## config.mk

```make
export PLATFORM = sky130hd
export DESIGN_NAME = raster_timing_gen
export DESIGN_NICKNAME = d
export VERILOG_FILES = /design/src/rtl/raster_pkg.sv /design/src/rtl/raster_hcount.sv /design/src/rtl/raster_vcount.sv /design/src/rtl/raster_timing_gen.sv
export SDC_FILE = /design/constraint.sdc
export NUM_CORES = 1
export LEC_CHECK = 0
export CORE_MARGIN = 5
export CORE_UTILIZATION = 35
export DETAILED_ROUTE_END_ITERATION = 7
export DONT_BUFFER_PORTS = 1
export PLACE_DENSITY = 0.54
export SLEW_MARGIN = 15
export SYNTH_ARGS = -nofsm -noshare
export SYNTH_HDL_FRONTEND = slang
export SYNTH_HIERARCHICAL = 1
export SYNTH_SLANG_ARGS = --single-unit
```

## constraint.sdc

```tcl
create_clock -name clk -period 4.65 [get_ports clk]
set_input_delay 0.6975 -clock clk [delete_from_list [all_inputs] [get_ports clk]]
set_output_delay 0.6975 -clock clk [all_outputs]
set_load 0.1 [all_outputs]
```

## src/rtl/raster_pkg.sv

```systemverilog
package raster_pkg;
  parameter int TW = 12;

  typedef struct packed {
    logic          ilace;
    logic [TW-1:0] h_fp;
    logic [TW-1:0] h_se;
    logic [TW-1:0] h_be;
    logic [TW-1:0] h_tot;
    logic [TW-1:0] v_fp;
    logic [TW-1:0] v_se;
    logic [TW-1:0] v_be;
    logic [TW-1:0] v_tot;
  } raster_cfg_t;
endpackage

```

## src/rtl/raster_hcount.sv

```systemverilog
module raster_hcount
  import raster_pkg::*;
(
  input  logic           clk,
  input  logic           clr,
  input  logic           en,
  input  logic           restart,
  input  raster_cfg_t    cfg_cur,
  input  raster_cfg_t    cfg_nx,
  output logic [TW-1:0]  h_pos,
  output logic           hblank,
  output logic           hsync,
  output logic           half_line,
  output logic           line_end,
  output logic           mid_line,
  output logic           sync_edge_nx
);
  logic [TW-1:0] h_nx;
  logic [TW-1:0] half_nx;

  assign line_end = (h_pos == cfg_cur.h_tot);
  assign mid_line = (h_pos == (cfg_cur.h_tot >> 1));
  assign h_nx     = (restart || line_end) ? TW'(1) : h_pos + 1'b1;
  assign half_nx  = cfg_nx.h_tot >> 1;

  // next position lands on a point where vertical sync is re-evaluated
  assign sync_edge_nx = (h_nx == cfg_nx.h_fp) ||
                        (cfg_nx.ilace && (h_nx == cfg_nx.h_fp + half_nx));

  always_ff @(negedge clk or posedge clr) begin
    if (clr) begin
      h_pos     <= '0;
      hblank    <= 1'b0;
      hsync     <= 1'b0;
      half_line <= 1'b0;
    end else if (en) begin
      h_pos     <= h_nx;
      hblank    <= (h_nx < cfg_nx.h_be);
      hsync     <= (h_nx >= cfg_nx.h_fp) && (h_nx < cfg_nx.h_se);
      half_line <= (h_nx == half_nx);
    end
  end
endmodule

```

## src/rtl/raster_vcount.sv

```systemverilog
module raster_vcount
  import raster_pkg::*;
(
  input  logic           clk,
  input  logic           clr,
  input  logic           en,
  input  logic           restart,
  input  logic           line_end,
  input  logic           mid_line,
  input  logic           sync_edge_nx,
  input  raster_cfg_t    cfg_cur,
  input  raster_cfg_t    cfg_nx,
  output logic [TW-1:0]  v_pos,
  output logic           vblank,
  output logic           vsync,
  output logic           odd_field,
  output logic           frame_end
);
  logic          step;
  logic          field_end;
  logic [TW-1:0] v_nx;
  logic          odd_nx;

  assign field_end = (v_pos == cfg_cur.v_tot);
  // half-line stepping in interlace, whole-line stepping otherwise
  assign step      = line_end || (cfg_cur.ilace && mid_line);
  assign frame_end = line_end && field_end && (!cfg_cur.ilace || !odd_field);

  always_comb begin
    if (restart)       v_nx = TW'(1);
    else if (step)     v_nx = field_end ? TW'(1) : v_pos + 1'b1;
    else               v_nx = v_pos;

    if (restart || frame_end || !cfg_nx.ilace) odd_nx = 1'b1;
    else if (step && field_end)                 odd_nx = ~odd_field;
    else                                        odd_nx = odd_field;
  end

  always_ff @(negedge clk or posedge clr) begin
    if (clr) begin
      v_pos     <= '0;
      vblank    <= 1'b0;
      vsync     <= 1'b0;
      odd_field <= 1'b1;
    end else if (en) begin
      v_pos     <= v_nx;
      odd_field <= odd_nx;
      vblank    <= (v_nx < cfg_nx.v_be);
      if (restart || sync_edge_nx)
        vsync <= (v_nx >= cfg_nx.v_fp) && (v_nx < cfg_nx.v_se);
    end
  end
endmodule

```

## src/rtl/raster_timing_gen.sv

```systemverilog
module raster_timing_gen
  import raster_pkg::*;
(
  input  logic           clk,
  input  logic           clr,
  input  logic           en,
  input  logic           interlace,
  input  logic [TW-1:0]  h_fp_end,
  input  logic [TW-1:0]  h_sync_end,
  input  logic [TW-1:0]  h_blank_end,
  input  logic [TW-1:0]  h_total,
  input  logic [TW-1:0]  v_fp_end,
  input  logic [TW-1:0]  v_sync_end,
  input  logic [TW-1:0]  v_blank_end,
  input  logic [TW-1:0]  v_total,
  output logic [TW-1:0]  h_pos,
  output logic [TW-1:0]  v_pos,
  output logic           hblank,
  output logic           hsync,
  output logic           vblank,
  output logic           vsync,
  output logic           odd_field,
  output logic           half_line,
  output logic           cfg_err
);
  raster_cfg_t cfg_in, cfg_q, cfg_nx;
  logic        running, restart, frame_end;
  logic        line_end, mid_line, sync_edge_nx;

  assign cfg_in  = '{ilace: interlace, h_fp: h_fp_end, h_se: h_sync_end,
                     h_be: h_blank_end, h_tot: h_total, v_fp: v_fp_end,
                     v_se: v_sync_end, v_be: v_blank_end, v_tot: v_total};
  assign restart = !running;
  assign cfg_nx  = (restart || frame_end) ? cfg_in : cfg_q;

  always_ff @(negedge clk or posedge clr) begin
    if (clr) begin
      running <= 1'b0;
      cfg_q   <= '0;
      cfg_err <= 1'b0;
    end else if (en) begin
      running <= 1'b1;
      cfg_q   <= cfg_nx;
      cfg_err <= cfg_nx.h_tot[0];
    end
  end

  raster_hcount u_h (
    .clk(clk), .clr(clr), .en(en), .restart(restart),
    .cfg_cur(cfg_q), .cfg_nx(cfg_nx),
    .h_pos(h_pos), .hblank(hblank), .hsync(hsync), .half_line(half_line),
    .line_end(line_end), .mid_line(mid_line), .sync_edge_nx(sync_edge_nx)
  );

  raster_vcount u_v (
    .clk(clk), .clr(clr), .en(en), .restart(restart),
    .line_end(line_end), .mid_line(mid_line), .sync_edge_nx(sync_edge_nx),
    .cfg_cur(cfg_q), .cfg_nx(cfg_nx),
    .v_pos(v_pos), .vblank(vblank), .vsync(vsync),
    .odd_field(odd_field), .frame_end(frame_end)
  );
endmodule

```

==> qor.txt, run 1 <==
CTS Buffer Depth: 2
final wirelength: 26,600 microns
switching share of power: 36.4%
Port Buffer Count: 0
CTS root buf: clkbuf_16
crit end category: flip-flop
Area Overhead vs Synth: 19.2%
H-tree depth: 4
critical path class: input port to flip-flop
diodes inserted: 0
total power: 4.59 mW
Final TNS setup: -802 ps
Post-layout nets: 1,186
Row Count: 61
Max-Cap Viols: 0
routed via count: 7,025
Avg Cell Area, Syn: 10.6 sq um
Pwr Density: 395 nW/um^2
detailed-router iteration count before antenna repair: 4
initial DRC count: 345
gpl congestion: 0.866
CP Max Fanout: 3
CTS tree: yes
# setup viols final: 1
first-pass GRT wire length: 41,900 microns
Final ANT Viol Nets: 0
GRT Util Overall: 17.3%
Initial Utilization: 35.3%
Worst Slack Setup Final: -802 ps
HP Class: flip-flop to flip-flop
Worst Path Arrival: 3530 ps
layout cells sized above 1: 37.0%
switching power: 1.67 mW
Final Hold Fails: 0
IO Count: 131
GRT Residual Overflow: 0
Combinational Power Share: 37.6%
DP Wirelength: 20,100 microns
Worst Path Required: 2730 ps
final max-slew violation count: 0
Placement Setup Slack: -1650 ps
clock share of power: 33.3%
Hold-fix buffers, CTS: 0
Core ar.: 27,600 sq um
crit path launch type: input port
Die Ht: 177 microns
RSZ-0062 raised after global routing: yes
area of the die: 31,300 sq um
largest net degree at the start of global routing: 77
P_int: 2.92 mW
part of the power in registers: 29.1%
initial antenna violation count: 0
Leakage Power: 5.45 nW
clock-pin transition on the worst setup and hold timing paths: 50 ps
synthesized cell area: 9740 sq um
worst-margin pin slew: 958 ps
wire length per cell: 19.1 microns
Die W: 177 microns
Final Skew: 57.8 ps
Fill cells: 2,723
via/cell ratio: 5.04
Slew HR: 36.1%
failing checks: setup timing
Mapped Cells: 918
Sink Count: 128
synth warn: 6
Mapped Nets: 1,100
Clk Latency, worst-skew pair: 460 ps
Peak supply drop: 0.473 mV
Post-route DRC: 0
number of clock buffers inserted by TritonCTS: 17
vias in the first global route: 7,425
outcome: finished, violations left
==> critical path, stage by stage <==
cell and delay [ps]:
mux2_4 280, ha_4 180, fa_2 610, xnor2_2 110, nand2_1 80, o32ai_2 110, a32oi_1 120, nor4b_2 290
nand4_1 210, o31ai_4 250, o21ai_2 120, a2111oi_4 180, o21ai_1 100, o31ai_1 190
==> per-stage QoR <==
stage	std cells	hold WS, ps	utilization, %	area (sq um)
final	1395	445	42.0	11600
after global routing	1395	463	42.0	11600
after CTS	1394	450	41.8	11600
after detailed placement	1362	450	39.2	10800
after global placement	1362	443	39.2	10800
after floorplan	918	422	-	9780
==> flip-flops by register name, indices dropped and copies added (netlist names) <==
signal / cells
cfg_q: 97
running: 1
u_h/h_pos: 12
u_h/half_line: 1
u_h/hblank: 1
u_h/hsync: 1
u_v/odd_field: 1
u_v/v_pos: 12
u_v/vblank: 1
u_v/vsync: 1
==> layout by cell type, fill, tap and decap left out, types with 3 or more instances in the layout <==
cell type and n:
mux2_2 158, dfrtn_1 127, buf_4 109, inv_1 85, ha_1 79, xor2_1 45, nor2_1 39, a21oi_1 34
mux2_4 33, nand2_1 32, xnor2_1 30, o21ai_0 22, nand4_1 21, clkbuf_16 17, nor3_1 14, a21o_1 12
nand3_1 11, o2bb2ai_1 8, nand2b_1 6, nor2b_1 6, or3_1 6, o21ai_1 6, bufinv_16 5, nor4_2 5
nor3_2 5, o211ai_1 5, clkinvlp_4 4, clkinv_4 4, a31oi_1 4, a211oi_1 4, buf_12 3, and4_1 3
o21bai_1 3, a21oi_2 3, a2111oi_0 3
==> area by class of cell <==
type | count | area (sq um) | area share (%)
Multi-Input combinational cell | 657 | 6050 | 52.1
Clock buffer | 20 | 457 | 3.93
Sequential cell | 128 | 3200 | 27.6
Tap cell | 378 | 473 | 4.07
Clock inverter | 13 | 211 | 1.82
Timing Repair Buffer | 112 | 878 | 7.57
Inverter | 87 | 335 | 2.89
==> worst paths after layout <==
kind,startpoint,end,slack (ps),cells after the start
worst max-delay path,h_total[1],u_v/vsync,-800,14
worst min-delay path,cfg_q[93],cfg_q[93],440,1
worst max register to register,u_h/h_pos[2],u_v/vsync,50,16
worst min register to register,cfg_q[93],cfg_q[93],440,1
max in group asynchronous,clr,u_h/h_pos[1],1640,1
min in group asynchronous,clr,cfg_q[2],2460,2
==> repair_timing <==
action	in CTS	in global routing
gates cloned	0	0
pin swaps	10	11
setup buffers	0	1
gates resized for setup	8	6
setup endpoints to repair	1	1
==> power groups by stage <==
| stage | Sequential [mW] | Clock [mW] | Combinational (mW) |
|---|---|---|---|
| final | 1.34 | 1.53 | 1.72 |
| after global routing | 1.35 | 1.61 | 1.91 |
| after CTS | 1.34 | 1.57 | 1.72 |
| after detailed placement | 1.36 | 0.00269 | 1.69 |
| after global placement | 1.35 | 0.00269 | 1.68 |
| after floorplan | 1.63 | 0.00269 | 0.998 |
==> routing by layer <==
layer,vias to the layer above,routed length (microns),track usage [%]
li1,3446,-,-
met1,3410,11000,20.9
met2,143,13200,29.7
met3,26,1810,5.15
met4,0,561,5.61
met5,-,0,0
No activity file was read; power rests on OpenSTA's default activity.
==> inputs of run 2 (changes only) <==
--- a/config.mk
+++ b/config.mk
@@ -7,11 +7,12 @@
 export LEC_CHECK = 0
 export CORE_MARGIN = 5
 export CORE_UTILIZATION = 35
+export CTS_BUF_LIST = sky130_fd_sc_hd__clkbuf_16
 export DETAILED_ROUTE_END_ITERATION = 7
 export DONT_BUFFER_PORTS = 1
+export HOLD_SLACK_MARGIN = 0.1
 export PLACE_DENSITY = 0.54
 export SLEW_MARGIN = 15
 export SYNTH_ARGS = -nofsm -noshare
 export SYNTH_HDL_FRONTEND = slang
-export SYNTH_HIERARCHICAL = 1
 export SYNTH_SLANG_ARGS = --single-unit
==> run 2 against run 1 <==
Net effect: the run still ends with setup timing left; largest power group unchanged; area after synthesis shrank 4.8%; power grew 49%; routed wire length grew 4.2%; via count grew 2.0%; clock skew shrank 12 ps; final cell count shrank 4.4%; clock power shrank 8%; worst setup slack gained 160 ps; flip-flop and latch count is the same.
==> qor.txt, run 2 <==
outcome: finished, violations left
failing checks: setup timing
most common cell after layout, fill and taps aside: dfrtn_1
Row Count: 59
Worst Path Arrival: 3220 ps
Synth top area share: 34.3%
Post-synth EDFFs: 0
CTS tree: yes
Port Buffer Count: 0
Max-Cap Viols: 0
P_int: 3.91 mW
synthesized cell area: 9270 sq um
wire length per cell: 20.8 microns
via/cell ratio: 5.37
crit path to: u_v.vsync
count of different cell masters after synthesis: 67
Core ar.: 26,100 sq um
Crit. path cell count: 12
Pwr Density: 608 nW/um^2
Worst Path Required: 2570 ps
hold path start: cfg_q[14]
Area Overhead vs Synth: 21.6%
crit end category: flip-flop
area leader, netlist: dfrtn_1
CP startpoint: h_fp_end[0]
CP max stage cell: maj3_2
worst-path cell chain: nand2_8, nand2_4, ha_4, maj3_2, maj3_2, maj3_2, o221a_4, o21ai_2, mux2i_1, nor4b_4, a41oi_2, mux2_4
gpl congestion: 0.900
synth warn: 0
IO Count: 131
initial DRC count: 371
Largest regs: cfg_q x97, u_h.h_pos x12, u_v.v_pos x12
Final Hold Fails: 0
total power: 6.85 mW
clock-pin transition on the worst setup and hold timing paths: 50 ps
Avg Cell Area, Syn: 10.5 sq um
switching share of power: 42.9%
Clk Latency, worst-skew pair: 440 ps
HP Class: flip-flop to flip-flop
Hold-fix buffers, CTS: 0
worst-margin pin slew: 965 ps
critical path class: input port to flip-flop
final hold slack: 450 ps
Final Skew: 45.8 ps
Peak supply drop: 0.382 mV
Final ANT Viol Nets: 0
Synth Area in Compound Gates: 9.42%
Initial Utilization: 35.6%
Post-layout nets: 1,165
sequential area share after synthesis: 34.6%
most frequent cells in the layout: 127 x dfrtn_1, 121 x mux2_2, 116 x buf_4
initial antenna violation count: 3
GRT Residual Overflow: 0
Mapped Cells: 884
layout cells sized above 1: 31.0%
R2R cell count: 18
routed via count: 7,167
diodes inserted: 0
Worst Slack Setup Final: -644 ps
DP Wirelength: 21,800 microns
number of clock buffers inserted by TritonCTS: 17
first-pass GRT wire length: 43,300 microns
Combinational Power Share: 53.4%
CTS root buf: clkbuf_16
Synth Register Bits: 128
# setup viols final: 1
Die W: 173 microns
crit-path leading delay family: adder cells
R2R Setup Slk: 120 ps
Synth area leaders: dfrtn_1 34%, mux2_2 15%, ha_1 11%
Post-route DRC: 0
mux cell area share after synthesis: 22.4%
Die Ht: 173 microns
Biggest register: cfg_q
top_reg_cell synth: dfrtn_1
most used cell, CP: maj3_2
R2R Path End: u_v.vsync
crit path launch type: input port
detailed-router iteration count before antenna repair: 4
Slew HR: 35.7%
Async SR Flop Fraction: 100%
most common cell in the netlist: dfrtn_1
area of the die: 29,800 sq um
Synth Area in Adders: 11.1%
CTS Buffer Depth: 2
Leakage Power: 5.52 nW
final wirelength: 27,700 microns
Synth Area in XOR/XNOR: 8.22%
Sink Count: 128
largest net degree at the start of global routing: 36
H-tree depth: 4
worst path bufs/invs: 0
clock share of power: 20.4%
largest family of logic cells by synthesized area: multiplexers
Post-synth top cells: 127 x dfrtn_1, 121 x mux2_2, 79 x ha_1
Mapped Nets: 1,063
final max-slew violation count: 0
Worst path max stage delay: 320 ps
part of the power in registers: 26.2%
switching power: 2.94 mW
post-layout util: 43.3%
GRT Util Overall: 18.5%
CP Max Fanout: 4
vias in the first global route: 7,373
simple-gate portion of the synthesized area: 11.3%
Largest register FFs: 97
reg2reg start: u_v.v_pos[7]
RSZ-0062 raised after global routing: yes
==> run 2: cell types whose count changed in the layout (fill, tap and decap cells not counted), sizes merged, moves of 8 or more <==
| cell | change |
|---|---|
| buf | +10 |
| mux2i | +68 |
| and3 | +8 |
| mux2 | -69 |
| inv | -57 |
| nor3 | -10 |
| nand2 | +36 |
==> run 2: logic make-up (layout without fill, tap and decap cells) <==
kind of cell,after synthesis,count (layout)
flip-flops,128,128
AND/OR/NAND/NOR,210,210
adder cells (fa/ha/maj),83,83
buffers and inverters,62,177
AO/OA/AOI/OAI,126,126
multiplexers,192,192
XOR/XNOR,83,83
==> run 2: metal layers <==
metal	routed length, microns	track usage [%]	up-vias
li1	-	-	3445
met1	11600	22.9	3478
met2	13500	31.0	203
met3	2120	6.51	35
met4	465	4.59	6
met5	47	0	-
==> run 2: final cells by class <==
type                    count  area (sq um)
repair buffers            122           991
clock inverters            16           175
fillers                  2497         14800
clock buffers              17           425
well taps                 335           419
inverters                  22          86.3
multi-input cells         694          5970
flip-flops and latches    128          3200
==> run 2: worst min-delay path by stage <==
| stage | cells past startpoint | end | slack, ps |
|---|---|---|---|
| 2_1_floorplan | 1 | cfg_q[60] | 430 |
| 3_3_place_gp | 1 | cfg_q[46] | 450 |
| 3_5_place_dp | 1 | cfg_q[46] | 450 |
| 4_1_cts | 1 | cfg_q[70] | 450 |
| 5_1_grt | 1 | cfg_q[28] | 460 |
| 6_report | 1 | cfg_q[14] | 450 |
==> run 2: per-stage QoR <==
stage / TNS [ps] / worst slack [ps] / area, sq um / cells
final: -644 / -644 / 11300 / 1334
after global routing: -883 / -742 / 11300 / 1334
after CTS: -632 / -632 / 11200 / 1331
after detailed placement: -1590 / -1110 / 10600 / 1299
after global placement: -1470 / -1030 / 10600 / 1299
after floorplan: -873 / -869 / 9390 / 884
==> run 2: power by group through the flow <==
stage | clock network [mW] | logic [mW] | registers [mW]
detailed placement | 0.00269 | 3.56 | 1.82
global placement | 0.00269 | 3.52 | 1.80
finish | 1.40 | 3.66 | 1.80
CTS | 1.43 | 3.65 | 1.80
floorplan | 0.00269 | 2.17 | 2.13
global route | 1.49 | 4.03 | 1.85
==> run 2: timing repair <==
item | 4_1_cts | 5_1_grt
resized for setup | 7 | 5
pin swaps | 1 | 7
hold endpoints to repair | 0 | 0
endpoints found under the setup margin | 2 | 2
buffers inserted | 0 | 3
==> inputs of run 3 (changes only) <==
--- a/config.mk
+++ b/config.mk
@@ -5,14 +5,15 @@
 export SDC_FILE = /design/constraint.sdc
 export NUM_CORES = 1
 export LEC_CHECK = 0
+export CAP_MARGIN = 0
 export CORE_MARGIN = 5
 export CORE_UTILIZATION = 35
 export CTS_BUF_LIST = sky130_fd_sc_hd__clkbuf_16
 export DETAILED_ROUTE_END_ITERATION = 7
 export DONT_BUFFER_PORTS = 1
 export HOLD_SLACK_MARGIN = 0.1
-export PLACE_DENSITY = 0.54
-export SLEW_MARGIN = 15
+export PLACE_DENSITY = 0.52
+export SLEW_MARGIN = 20
 export SYNTH_ARGS = -nofsm -noshare
 export SYNTH_HDL_FRONTEND = slang
 export SYNTH_SLANG_ARGS = --single-unit
==> constraint.sdc (replaced) <==
create_clock -name clk -period 6.1 [get_ports clk]
set_input_delay 0.915 -clock clk [delete_from_list [all_inputs] [get_ports clk]]
set_output_delay 0.915 -clock clk [all_outputs]
set_load 0.1 [all_outputs]
==> run 3 against run 2 <==
Net effect: the flow still finishes with violations (setup timing); critical endpoint unchanged; highest routed layer unchanged; utilization down 1.2 points; hold slack is essentially flat; clock-buffer cell count is the same; largest power group unchanged.
==> qor.txt, run 3 (synthesized netlist as in run 2, its figures left out) <==
design area: 11,000 sq um
Worst path max stage delay: 320 ps
final hold slack: 450 ps
Pwr Density: 469 nW/um^2
switching share of power: 42.3%
CP max stage cell: maj3_2
gpl congestion: 0.860
critical path class: input port to flip-flop
final wirelength: 27,000 microns
outcome: finished, violations left
initial antenna violation count: 3
CTS Buffer Depth: 2
via/cell ratio: 5.37
number of clock buffers inserted by TritonCTS: 17
DP Wirelength: 20,300 microns
CP Max Fanout: 4
Post-layout nets: 1,125
Core ar.: 26,100 sq um
failing checks: setup timing
initial DRC count: 351
CTS root buf: clkbuf_16
clock share of power: 21.9%
crit path launch type: input port
part of the power in registers: 28.0%
vias in the first global route: 7,364
total power: 5.14 mW
Worst Path Arrival: 3420 ps
final max-slew violation count: 0
Final Skew: 53.0 ps
Initial Utilization: 35.6%
Final Hold Fails: 0
clock-pin transition on the worst setup and hold timing paths: 50 ps
routed via count: 6,948
Worst Slack Setup Final: -123 ps
most frequent cells in the layout: 127 x dfrtn_1, 121 x mux2_2, 78 x buf_4
GRT Residual Overflow: 0
Biggest register: cfg_q
first-pass GRT wire length: 42,600 microns
Placement Setup Slack: -527 ps
Clk Latency, worst-skew pair: 450 ps
Row Count: 59
worst-margin pin slew: 1030 ps
Largest regs: cfg_q x97, u_h.h_pos x12, u_v.v_pos x12
most common cell after layout, fill and taps aside: dfrtn_1
R2R cell count: 19
Area Overhead vs Synth: 18.3%
wire length per cell: 20.9 microns
worst-path cell chain: nand2_8, nand2_4, ha_4, maj3_2, maj3_2, maj3_2, o221a_4, a211oi_4, nor3_4, nor4b_2, a41oi_2, mux2_1
Die Ht: 173 microns
crit end category: flip-flop
P_int: 2.97 mW
area of the die: 29,800 sq um
GRT Util Overall: 18.1%
Slew HR: 31.7%
Die W: 173 microns
CTS tree: yes
Combinational Power Share: 50.1%
largest net degree at the start of global routing: 97
Port Buffer Count: 0
dpl cell area: 10,300 sq um
IO Count: 131
switching power: 2.17 mW
Leakage Power: 5.31 nW
Final ANT Viol Nets: 0
Max-Cap Viols: 0
Peak supply drop: 0.298 mV
detailed-router iteration count before antenna repair: 5
HP Class: flip-flop to flip-flop
RSZ-0062 raised after global routing: yes
Sink Count: 128
H-tree depth: 4
Largest register FFs: 97
Hold Path Stages: 1
Worst Path Required: 3300 ps
# setup viols final: 1
Fill cells: 2,528
Post-route DRC: 0
most used cell, CP: maj3_2
layout cells sized above 1: 27.9%
[run 3: cell types whose count changed in the layout (fill, tap and decap cells not counted), moves of 2 or more]
cell	delta
bufinv_16	+2
buf_12	-2
buf_4	-38
inv_8	-2
[run 3: area by class of cell]
| cell class | count | area, sq um | area share, % |
|---|---|---|---|
| inverter | 22 | 86.3 | 0.787 |
| antenna | 1 | 2.50 | 0.0228 |
| clock buffer | 17 | 425 | 3.88 |
| clock inverter | 16 | 209 | 1.91 |
| sequential | 128 | 3200 | 29.2 |
| multi-input combinational | 694 | 5950 | 54.3 |
| tap | 335 | 419 | 3.82 |
| timing repair buffer | 82 | 666 | 6.07 |
[run 3: power by group through the flow]
| stage | clock, mW | sequential (mW) | combinational, mW |
|---|---|---|---|
| final | 1.13 | 1.44 | 2.57 |
| after global routing | 1.19 | 1.48 | 2.88 |
| after CTS | 1.16 | 1.44 | 2.58 |
| after detailed placement | 0.00205 | 1.45 | 2.53 |
| after global placement | 0.00205 | 1.45 | 2.51 |
| after floorplan | 0.00205 | 1.62 | 1.65 |
[run 3: metrics by stage]
stage	instances	utilization, %	TNS [ps]
floorplan	884	-	-364
global placement	1262	39.5	-473
detailed placement	1262	39.5	-527
CTS	1294	42.0	-100
global route	1295	42.1	-220
finish	1295	42.1	-123
[run 3: path summary, 6_finish.rpt]
| path | start | to | slack, ps |
|---|---|---|---|
| max in group asynchronous | clr | u_v.odd_field | 2120 |
| min reg2reg | cfg_q[91] | cfg_q[91] | 450 |
| max | h_fp_end[0] | u_v.vsync | -120 |
| max reg2reg | u_h.h_pos[11] | u_v.vsync | 890 |
| min | cfg_q[91] | cfg_q[91] | 450 |
| min in group asynchronous | clr | cfg_q[41] | 3470 |
[run 3: metal layers]
layer,part of all wire [%],vias to the layer above,GRT usage (%)
li1,-,3362,-
met1,41,3366,22.0
met2,49,191,31.2
met3,8.0,25,6.00
met4,1.5,4,4.45
met5,0.078,-,0
[run 3: timing repair]
item,4_1_cts,5_1_grt
gates resized for setup,6,3
hold buffers,0,0
buffers inserted,0,0
setup endpoints to repair,1,1
pin swaps,4,5
[run 3: worst max-delay path: cells and delay by family]
family	cells	cell delay [ps]
AOI/OAI and AO/OA	3	660
adders and majority gates	4	1090
muxes	1	320
and+or+nand+nor	4	430
